$ cat config.mk
export PLATFORM = sky130hd
export DESIGN_NAME = mbx_mailbox_top
export DESIGN_NICKNAME = d
export VERILOG_FILES = /design/src/rtl/mbx_pkg.sv /design/src/rtl/mbx_fifo.sv /design/src/rtl/mbx_irq.sv /design/src/rtl/mbx_regs.sv /design/src/rtl/mbx_mailbox_top.sv
export SDC_FILE = /design/constraint.sdc
export NUM_CORES = 2
export LEC_CHECK = 0
export BUFFER_PORTS_ARGS = -buffer_cell sky130_fd_sc_hd__buf_2
export CORE_MARGIN = 3
export CORE_UTILIZATION = 57
export DETAILED_ROUTE_END_ITERATION = 8
export PLACE_DENSITY = 0.77
export SYNTH_ARGS = -nofsm -noshare
export SYNTH_HDL_FRONTEND = slang
export SYNTH_HIERARCHICAL = 1
export SYNTH_SLANG_ARGS = --single-unit
$ cat constraint.sdc
create_clock -name clk -period 20 [get_ports clk]
set_input_delay 3 -clock clk [delete_from_list [all_inputs] [get_ports clk]]
set_output_delay 3 -clock clk [all_outputs]
set_load 0.05 [all_outputs]
$ cat src/rtl/mbx_pkg.sv
`timescale 1ns/1ps
package mbx_pkg;

   localparam int unsigned N_CH      = 2;            // 0: app -> io, 1: io -> app
   localparam int unsigned N_IRQ     = 2 * N_CH;
   localparam int unsigned W0_W      = 64;
   localparam int unsigned W1_W      = 32;
   localparam int unsigned DATA_W    = 64;
   localparam int unsigned DROP_W    = 4;

   // control register flag positions
   localparam int unsigned FULL_BIT  = 16;
   localparam int unsigned EMPTY_BIT = 17;
   localparam int unsigned OVF_BIT   = 18;

   // status fields returned with receive word 1
   localparam int unsigned ST_CNT_LO  = 52;
   localparam int unsigned ST_CNT_W   = 5;
   localparam int unsigned ST_DROP_LO = 48;
   localparam int unsigned ST_RPTR_LO = 44;
   localparam int unsigned ST_WPTR_LO = 40;
   localparam int unsigned ST_PTR_W   = 4;

   localparam logic [7:0] OFS_IRQ_EN  = 8'h48;
   localparam logic [7:0] OFS_IRQ_ACK = 8'h4C;

   typedef struct packed {
      logic [W0_W-1:0] w0;
      logic [W1_W-1:0] w1;
   } mbx_msg_t;

   function automatic logic [7:0] ofs_ctrl(input int ch);
      return (ch == 0) ? 8'h50 : 8'h80;
   endfunction

   function automatic logic [7:0] ofs_data_base(input int ch);
      return (ch == 0) ? 8'h60 : 8'h90;
   endfunction

   function automatic logic [7:0] ofs_tx0(input int ch);
      return ofs_data_base(ch);
   endfunction

   function automatic logic [7:0] ofs_tx1(input int ch);
      return ofs_data_base(ch) + 8'h08;
   endfunction

   function automatic logic [7:0] ofs_rx0(input int ch);
      return ofs_data_base(ch) + 8'h10;
   endfunction

   function automatic logic [7:0] ofs_rx1(input int ch);
      return ofs_data_base(ch) + 8'h18;
   endfunction

endpackage

$ cat src/rtl/mbx_fifo.sv
`timescale 1ns/1ps
module mbx_fifo
   import mbx_pkg::*;
#(
   parameter int unsigned DEPTH = 16
)(
   input  logic                          clk,
   input  logic                          rst_n,
   input  logic                          push_i,
   input  mbx_msg_t                      push_msg_i,
   input  logic                          pop_i,
   input  logic                          ovf_clr_i,
   output mbx_msg_t                      head_o,
   output logic [$clog2(DEPTH+1)-1:0]    count_o,
   output logic [$clog2(DEPTH)-1:0]      rd_ptr_o,
   output logic [$clog2(DEPTH)-1:0]      wr_ptr_o,
   output logic                          full_o,
   output logic                          empty_o,
   output logic [DROP_W-1:0]             drops_o
);

   localparam int unsigned PTR_W = $clog2(DEPTH);
   localparam int unsigned CNT_W = $clog2(DEPTH + 1);
   localparam logic [CNT_W-1:0]  CNT_MAX  = CNT_W'(DEPTH);
   localparam logic [DROP_W-1:0] DROP_MAX = '1;

   generate
      if (DEPTH < 2 || DEPTH > 16 || (DEPTH & (DEPTH - 1)) != 0) begin : g_bad_depth
         $error("mbx_fifo: DEPTH must be a power of two from 2 to 16");
      end
   endgenerate

   mbx_msg_t          mem [DEPTH];
   logic [PTR_W-1:0]  rd_ptr_q, wr_ptr_q;
   logic [CNT_W-1:0]  count_q;
   logic [DROP_W-1:0] drops_q;
   logic              do_push, do_pop;

   assign full_o  = (count_q == CNT_MAX);
   assign empty_o = (count_q == '0);
   assign do_push = push_i & ~full_o;
   assign do_pop  = pop_i & ~empty_o;

   always_ff @(posedge clk or negedge rst_n) begin
      if (!rst_n) begin
         rd_ptr_q <= '0;
         wr_ptr_q <= '0;
         count_q  <= '0;
      end else begin
         if (do_push) wr_ptr_q <= wr_ptr_q + 1'b1;
         if (do_pop)  rd_ptr_q <= rd_ptr_q + 1'b1;
         unique case ({do_push, do_pop})
            2'b10:   count_q <= count_q + 1'b1;
            2'b01:   count_q <= count_q - 1'b1;
            default: count_q <= count_q;
         endcase
      end
   end

   always_ff @(posedge clk or negedge rst_n) begin
      if (!rst_n) begin
         drops_q <= '0;
      end else if (ovf_clr_i) begin
         drops_q <= '0;
      end else if (push_i && full_o && drops_q != DROP_MAX) begin
         drops_q <= drops_q + 1'b1;
      end
   end

   always_ff @(posedge clk) begin
      if (do_push) mem[wr_ptr_q] <= push_msg_i;
   end

   assign head_o   = mem[rd_ptr_q];
   assign count_o  = count_q;
   assign rd_ptr_o = rd_ptr_q;
   assign wr_ptr_o = wr_ptr_q;
   assign drops_o  = drops_q;

   AST_CNT_BOUND: assert property (@(posedge clk) disable iff (!rst_n)
      count_o <= CNT_MAX);
   AST_FULL_DROP: assert property (@(posedge clk) disable iff (!rst_n)
      (push_i && full_o && !pop_i) |=> ($stable(count_o) && $stable(wr_ptr_o)));
   AST_PUSH_GROW: assert property (@(posedge clk) disable iff (!rst_n)
      (push_i && !full_o && !pop_i) |=> (count_o == $past(count_o) + 1'b1));
   AST_EMPTY_POP: assert property (@(posedge clk) disable iff (!rst_n)
      (pop_i && empty_o && !push_i) |=> ($stable(rd_ptr_o) && count_o == '0));
   AST_DROP_MONO: assert property (@(posedge clk) disable iff (!rst_n)
      !ovf_clr_i |=> (drops_o >= $past(drops_o)));

endmodule

$ cat src/rtl/mbx_irq.sv
`timescale 1ns/1ps
module mbx_irq #(
   parameter int unsigned N      = 4,
   parameter bit          STICKY = 1'b1
)(
   input  logic         clk,
   input  logic         rst_n,
   input  logic [N-1:0] cond_i,
   input  logic [N-1:0] en_i,
   input  logic [N-1:0] ack_i,
   output logic [N-1:0] pending_o,
   output logic [N-1:0] irq_o
);

   generate
      if (N == 0) begin : g_bad_n
         $error("mbx_irq: N must be at least 1");
      end

      if (STICKY) begin : g_sticky
         logic [N-1:0] seen_q;

         always_ff @(posedge clk or negedge rst_n) begin
            if (!rst_n) seen_q <= '0;
            else        seen_q <= (seen_q | cond_i) & ~ack_i;
         end

         assign pending_o = seen_q | cond_i;

         AST_STICKY_HOLD: assert property (@(posedge clk) disable iff (!rst_n)
            1'b1 |=> ((($past(cond_i) & ~$past(ack_i)) & ~pending_o) == '0));
         AST_ACK_FORGETS: assert property (@(posedge clk) disable iff (!rst_n)
            1'b1 |=> (((pending_o & ~cond_i) & $past(ack_i)) == '0));
      end else begin : g_level
         logic unused_ack;
         assign unused_ack = ^ack_i;
         assign pending_o  = cond_i;
      end
   endgenerate

   assign irq_o = pending_o & en_i;

endmodule

$ cat src/rtl/mbx_regs.sv
`timescale 1ns/1ps
module mbx_regs
   import mbx_pkg::*;
#(
   parameter int unsigned ADDR_W = 8,
   parameter int unsigned CNT_W  = 5,
   parameter int unsigned PTR_W  = 4
)(
   input  logic                               clk,
   input  logic                               rst_n,
   input  logic                               rd_i,
   input  logic                               wr_i,
   input  logic [ADDR_W-1:0]                  addr_i,
   input  logic [DATA_W-1:0]                  wdata_i,
   output logic [DATA_W-1:0]                  rdata_o,
   input  mbx_msg_t [N_CH-1:0]                head_i,
   input  logic [N_CH-1:0][CNT_W-1:0]         cnt_i,
   input  logic [N_CH-1:0][PTR_W-1:0]         rptr_i,
   input  logic [N_CH-1:0][PTR_W-1:0]         wptr_i,
   input  logic [N_CH-1:0]                    full_i,
   input  logic [N_CH-1:0]                    empty_i,
   input  logic [N_CH-1:0][DROP_W-1:0]        drops_i,
   input  logic [N_IRQ-1:0]                   pending_i,
   output logic [N_CH-1:0]                    push_o,
   output mbx_msg_t [N_CH-1:0]                push_msg_o,
   output logic [N_CH-1:0]                    pop_o,
   output logic [N_CH-1:0]                    ovf_clr_o,
   output logic [N_IRQ-1:0]                   irq_en_o,
   output logic [N_IRQ-1:0]                   irq_ack_o
);

   generate
      if (ADDR_W < 8) begin : g_bad_addr
         $error("mbx_regs: ADDR_W must be at least 8");
      end
      if (CNT_W > ST_CNT_W || PTR_W > ST_PTR_W) begin : g_bad_fields
         $error("mbx_regs: queue state does not fit the status fields");
      end
   endgenerate

   localparam logic [ADDR_W-1:0] A_EN  = ADDR_W'(OFS_IRQ_EN);
   localparam logic [ADDR_W-1:0] A_ACK = ADDR_W'(OFS_IRQ_ACK);

   logic [N_CH-1:0][W0_W-1:0] stage_q;
   logic [N_IRQ-1:0]          irq_en_q;
   logic [DATA_W-1:0]         mux;

   genvar ch;
   generate
      for (ch = 0; ch < N_CH; ch++) begin : g_ch
         localparam logic [ADDR_W-1:0] A_CTRL = ADDR_W'(ofs_ctrl(ch));
         localparam logic [ADDR_W-1:0] A_TX0  = ADDR_W'(ofs_tx0(ch));
         localparam logic [ADDR_W-1:0] A_TX1  = ADDR_W'(ofs_tx1(ch));
         localparam logic [ADDR_W-1:0] A_RX1  = ADDR_W'(ofs_rx1(ch));

         always_ff @(posedge clk or negedge rst_n) begin
            if (!rst_n)                          stage_q[ch] <= '0;
            else if (wr_i && addr_i == A_TX0)    stage_q[ch] <= wdata_i;
         end

         assign push_o[ch]     = wr_i && (addr_i == A_TX1);
         assign push_msg_o[ch] = {stage_q[ch], wdata_i[W1_W-1:0]};
         assign pop_o[ch]      = rd_i && (addr_i == A_RX1);
         assign ovf_clr_o[ch]  = wr_i && (addr_i == A_CTRL) && wdata_i[OVF_BIT];
      end
   endgenerate

   always_ff @(posedge clk or negedge rst_n) begin
      if (!rst_n)                         irq_en_q <= '0;
      else if (wr_i && addr_i == A_EN)    irq_en_q <= wdata_i[N_IRQ-1:0];
   end

   assign irq_en_o  = irq_en_q;
   assign irq_ack_o = (wr_i && addr_i == A_ACK) ? wdata_i[N_IRQ-1:0] : '0;

   always_comb begin
      mux = '0;
      if (addr_i == A_EN)  mux[N_IRQ-1:0] = irq_en_q;
      if (addr_i == A_ACK) mux[N_IRQ-1:0] = pending_i;
      for (int c = 0; c < N_CH; c++) begin
         if (addr_i == ADDR_W'(ofs_ctrl(c))) begin
            mux[FULL_BIT]  = full_i[c];
            mux[EMPTY_BIT] = empty_i[c];
            mux[OVF_BIT]   = |drops_i[c];
         end
         if (addr_i == ADDR_W'(ofs_rx0(c))) begin
            mux = empty_i[c] ? '0 : head_i[c].w0;
         end
         if (addr_i == ADDR_W'(ofs_rx1(c))) begin
            mux[ST_CNT_LO  +: ST_CNT_W] = ST_CNT_W'(cnt_i[c]);
            mux[ST_DROP_LO +: DROP_W]   = drops_i[c];
            mux[ST_RPTR_LO +: ST_PTR_W] = ST_PTR_W'(rptr_i[c]);
            mux[ST_WPTR_LO +: ST_PTR_W] = ST_PTR_W'(wptr_i[c]);
            mux[W1_W-1:0]               = empty_i[c] ? '0 : head_i[c].w1;
         end
      end
      rdata_o = rd_i ? mux : '0;
   end

   AST_ONE_STROBE: assert property (@(posedge clk) disable iff (!rst_n)
      $onehot0({push_o, pop_o}));

endmodule

$ cat src/rtl/mbx_mailbox_top.sv
`timescale 1ns/1ps
module mbx_mailbox_top
   import mbx_pkg::*;
#(
   parameter int unsigned ADDR_W     = 8,
   parameter int unsigned DEPTH      = 16,
   parameter bit          STICKY_IRQ = 1'b1
)(
   input  logic               clk,
   input  logic               rst_n,
   input  logic               bus_rd,
   input  logic               bus_wr,
   input  logic [ADDR_W-1:0]  bus_addr,
   input  logic [63:0]        bus_wdata,
   output logic [63:0]        bus_rdata,
   output logic [3:0]         irq
);

   localparam int unsigned PTR_W = $clog2(DEPTH);
   localparam int unsigned CNT_W = $clog2(DEPTH + 1);

   mbx_msg_t [N_CH-1:0]         head;
   mbx_msg_t [N_CH-1:0]         push_msg;
   logic [N_CH-1:0][CNT_W-1:0]  cnt;
   logic [N_CH-1:0][PTR_W-1:0]  rptr, wptr;
   logic [N_CH-1:0][DROP_W-1:0] drops;
   logic [N_CH-1:0]             full, empty, push, pop, ovf_clr;
   logic [N_IRQ-1:0]            cond, irq_en, irq_ack, pending;

   genvar ch;
   generate
      for (ch = 0; ch < N_CH; ch++) begin : g_q
         mbx_fifo #(.DEPTH(DEPTH)) u_fifo (
            .clk        (clk),
            .rst_n      (rst_n),
            .push_i     (push[ch]),
            .push_msg_i (push_msg[ch]),
            .pop_i      (pop[ch]),
            .ovf_clr_i  (ovf_clr[ch]),
            .head_o     (head[ch]),
            .count_o    (cnt[ch]),
            .rd_ptr_o   (rptr[ch]),
            .wr_ptr_o   (wptr[ch]),
            .full_o     (full[ch]),
            .empty_o    (empty[ch]),
            .drops_o    (drops[ch])
         );
         assign cond[2*ch]     = empty[ch];
         assign cond[2*ch + 1] = ~empty[ch];
      end
   endgenerate

   mbx_regs #(.ADDR_W(ADDR_W), .CNT_W(CNT_W), .PTR_W(PTR_W)) u_regs (
      .clk        (clk),
      .rst_n      (rst_n),
      .rd_i       (bus_rd),
      .wr_i       (bus_wr),
      .addr_i     (bus_addr),
      .wdata_i    (bus_wdata),
      .rdata_o    (bus_rdata),
      .head_i     (head),
      .cnt_i      (cnt),
      .rptr_i     (rptr),
      .wptr_i     (wptr),
      .full_i     (full),
      .empty_i    (empty),
      .drops_i    (drops),
      .pending_i  (pending),
      .push_o     (push),
      .push_msg_o (push_msg),
      .pop_o      (pop),
      .ovf_clr_o  (ovf_clr),
      .irq_en_o   (irq_en),
      .irq_ack_o  (irq_ack)
   );

   mbx_irq #(.N(N_IRQ), .STICKY(STICKY_IRQ)) u_irq (
      .clk       (clk),
      .rst_n     (rst_n),
      .cond_i    (cond),
      .en_i      (irq_en),
      .ack_i     (irq_ack),
      .pending_o (pending),
      .irq_o     (irq)
   );

   AST_PEEK_KEEPS: assert property (@(posedge clk) disable iff (!rst_n)
      (bus_rd && !bus_wr && bus_addr == ADDR_W'(ofs_rx0(0))) |=> $stable(cnt[0]));
   AST_IRQ_MASKED: assert property (@(posedge clk) disable iff (!rst_n)
      (bus_wr && bus_addr == ADDR_W'(OFS_IRQ_EN) && bus_wdata[3:0] == 4'h0) |=> (irq == 4'h0));
   AST_CH_ISOLATE: assert property (@(posedge clk) disable iff (!rst_n)
      (bus_wr && bus_addr == ADDR_W'(ofs_tx1(0))) |=> $stable(cnt[1]));

endmodule

==> results.sh <==
export IMPL_crit_end="bus_rdata[42]"
export IMPL_clkSinkCount=3242
export IMPL_cp_end_kind="output port"
export IMPL_syn_avg_cell_area_um2=19.3
export IMPL_timing_final_hold_violations=0
export IMPL_crit_fanout=58
export IMPL_dpl_cell_count=9457
export IMPL_peakVddDrop_v=0.000115
export IMPL_fin_hold_ws_ps=512
export IMPL_grt_max_degree=116
export IMPL_clkLatencyLatePin_ps=930
export IMPL_worstPathCellList="buf_4 -> buf_4 -> buf_4 -> buf_4 -> mux2_2 -> o21ai_0 -> a21oi_1 -> a22oi_1 -> nand2_1 -> a222oi_1 -> nor2_1 -> buf_2"
export IMPL_io_buffers=143
export IMPL_drv_cap=0
export IMPL_r2r_slack_ps=15670
export IMPL_instances_no_fill=10100
export IMPL_antenna_found_initial=32
export IMPL_postCtsSetupBuffers=0
export IMPL_cts_tree="done"
export IMPL_worst_slew_pin_slew_ps=1310
export IMPL_synth_cell_types=67
export IMPL_fmax_mhz=95.7
export IMPL_post_cts_resized=0
export IMPL_async_flop_share_pct=5.24
export IMPL_start_util_pct=57.6
export IMPL_cts_htree_levels=5
export IMPL_r2r_cells=12
export IMPL_grt_pass1_wl_um=483000
export IMPL_fin_ws_ps=9550
export IMPL_gr_usage_all_layers_pct=29.1
export IMPL_dp_hpwl_um=168000
export IMPL_drive_above_1_share_pct=23.9
export IMPL_critPathTopFamily="buffers and inverters"
export IMPL_final_core_util_pct=63.7
export IMPL_syn_instance_count=6657
export IMPL_power_leakage_nw=46.0
export IMPL_clock_skew_ps=46.9
export IMPL_crit_buf_inv=5
export IMPL_drv_slew=0
export IMPL_syn_num_nets=6755
export IMPL_place_congestion=0.860
export IMPL_die_y_um=481
export IMPL_vias_per_cell=6.82
export IMPL_ios=144
export IMPL_cp_num_cells=12
export IMPL_hold_buffers=0
export IMPL_rows=173
export IMPL_syn_to_final_growth_pct=10.7
export IMPL_synth_edf_count=3072
export IMPL_core_area_um2=223000
export IMPL_crit_top_cell="buf_4"
export IMPL_cts_buffers=326
export IMPL_cpMaxStageDelayCell="dfrtp_4"
export IMPL_dr_pass1_iters=9
export IMPL_ant_nets=0
export IMPL_relSlewSlack_pct=12.5
export IMPL_grt_pass1_vias=68700
export IMPL_post_route_period_util_pct=52.2
export IMPL_die_w_um=481
export IMPL_dr_total_vias=68500
export IMPL_ys_warn_count=6
export IMPL_rr_startpoint="g_q[1].u_fifo/count_o[0]$_DFFE_PN0P_"
export IMPL_clkTransAtPathRegs_ps=60
export IMPL_crit_start="g_q[1].u_fifo/rd_ptr_o[0]$_DFFE_PN0P_"
export IMPL_drc=0
export IMPL_max_stage_delay_ps=970
export IMPL_hold_path_class="reg2reg"
export IMPL_drt_iter0_markers=9870
export IMPL_wirelength_um=335000
export IMPL_final_net_count=6909
export IMPL_ys_ff_latch=3242
export IMPL_wire_per_inst_um=33.3
export IMPL_place_area_um2=132000
export IMPL_outcome="finished, final reports clean"
export IMPL_dp_worst_setup_slack_ps=10540
export IMPL_setup_violations=0
export IMPL_gr_total_overflow=0
export IMPL_tns_ps=0
export IMPL_die_area_um2=231000
export IMPL_root_buffer="clkbuf_16"
export IMPL_syn_area_um2=128000
export IMPL_critPathKind="reg2out"
export IMPL_fin_crit_ps=10450
export IMPL_worst_setup_path_start_kind="flip-flop"
export IMPL_stdcell_area_um2=142000
export IMPL_r2r_end="g_q[1].u_fifo/count_o[4]$_DFFE_PN0P_"
export IMPL_p_per_area_nw_per_um2=97.5
export IMPL_cp_required_ps=17000
export IMPL_fin_total_pwr_mw=13.9
export IMPL_critPathArrivalTime_ps=7450
export IMPL_yosysSeqAreaShare_pct=75.1
export IMPL_synth_top_flop_cell="edfxtp_1"
export IMPL_grt_setup_unrepaired="no"
export IMPL_cts_buffer_depth=4
-- worst min path at each step --
stage                                                  start                                  to  slack, ps  depth (start not counted)
after global placement    u_irq/g_sticky.seen_q[2]$_DFF_PN0_  u_irq/g_sticky.seen_q[2]$_DFF_PN0_        490                          1
after global routing      u_irq/g_sticky.seen_q[3]$_DFF_PN0_  u_irq/g_sticky.seen_q[3]$_DFF_PN0_        530                          1
final                     u_irq/g_sticky.seen_q[3]$_DFF_PN0_  u_irq/g_sticky.seen_q[3]$_DFF_PN0_        510                          1
after floorplan           u_irq/g_sticky.seen_q[0]$_DFF_PN0_  u_irq/g_sticky.seen_q[0]$_DFF_PN0_        480                          1
after CTS                 u_irq/g_sticky.seen_q[3]$_DFF_PN0_  u_irq/g_sticky.seen_q[3]$_DFF_PN0_        510                          1
after detailed placement  u_irq/g_sticky.seen_q[3]$_DFF_PN0_  u_irq/g_sticky.seen_q[3]$_DFF_PN0_        500                          1
-- power breakdown --
part	switching (mW)	internal, mW
Clock	2.46	3.42
Combinational	0.268	0.210
Sequential	0.0684	7.44
Total	2.80	11.1
-- sequential cells by signal, summed over array words and instances (netlist names) --
name,count
g_q.u_fifo/wr_ptr_o,8
g_q.u_fifo/rd_ptr_o,8
u_irq/g_sticky.seen_q,4
g_q.u_fifo/drops_o,8
g_q.u_fifo/count_o,10
u_regs/push_msg_o,128
u_regs/irq_en_o,4
g_q.u_fifo/mem,3072
-- layout by cell type, fill, tap and decap left out, types with 19 or more instances in the layout --
| cell type | netlist | final |
|---|---|---|
| a221oi_2 | 166 | 166 |
| nor3_1 | 37 | 28 |
| dfrtp_1 | 170 | 162 |
| clkbuf_1 | 144 | 75 |
| nor2_1 | 59 | 32 |
| clkinv_2 | 0 | 55 |
| clkbuf_8 | 0 | 37 |
| mux2_2 | 319 | 319 |
| buf_4 | 121 | 121 |
| o21ai_0 | 380 | 380 |
| a21oi_1 | 245 | 245 |
| mux2i_1 | 589 | 589 |
| o32ai_1 | 27 | 27 |
| mux4_2 | 384 | 384 |
| inv_1 | 48 | 46 |
| a222oi_1 | 28 | 28 |
| a221oi_1 | 28 | 28 |
| edfxtp_1 | 3072 | 3072 |
| clkinv_1 | 0 | 44 |
| buf_12 | 0 | 19 |
| nor2_4 | 1 | 26 |
| ha_1 | 20 | 20 |
| buf_2 | 116 | 141 |
| a22oi_1 | 221 | 221 |
| nand2_1 | 234 | 234 |
| clkbuf_16 | 0 | 335 |
-- cells in the mapped netlist (37+ instances only) --
cell type / count / share of area, %
a21oi_1: 245 / 0.95
a221oi_2: 166 / 1.9
a22oi_1: 221 / 1.3
buf_2: 116 / 0.45
buf_4: 121 / 0.71
buf_6: 42 / 0.37
clkbuf_1: 144 / 0.42
dfrtp_1: 170 / 3.3
edfxtp_1: 3072 / 72
inv_1: 48 / 0.14
mux2_2: 319 / 2.8
mux2i_1: 589 / 4.6
mux4_2: 384 / 6.7
nand2_1: 234 / 0.68
nor2_1: 59 / 0.17
nor3_1: 37 / 0.14
o21ai_0: 380 / 1.5
-- worst reg2reg max path, cell delays in order (launching register included) --
cell and delay, ps:
dfrtp_1 440, nor4_2 740, nor2b_4 320, buf_4 630
nor2b_1 180, buf_4 220, ha_1 270, ha_1 340
nor2b_1 140, o21ai_0 230, a21oi_1 100, or3b_2 480
xnor2_1 140
-- kinds of logic after synthesis --
| kind of cell | synth area share (%) |
|---|---|
| AOI/OAI and AO/OA | 6.62 |
| xor gates and xnor gates | 0.164 |
| adders and majority gates | 0.226 |
| buffers and inverters | 2.21 |
| DFF | 75.1 |
| muxes | 14.2 |
| and+or+nand+nor | 1.46 |
-- layout make-up --
type	instances	area (um^2)
Multi-Input combinational cell	2910	29400
Clock inverter	130	1080
Tap cell	2975	3720
Inverter	48	180
Sequential cell	3242	96500
Fill cell	14400	81000
Timing Repair Buffer	283	2040
Antenna cell	16	40.0
Clock buffer	447	9170
-- metal layers --
metal	up-vias	global-route usage, %	wire (um)
li1	27500	-	-
met1	35200	39.3	118000
met2	4863	45.9	161000
met3	914	6.16	39800
met4	0	13.4	16800
met5	-	0	0
Power figures use the tool's default switching activity.
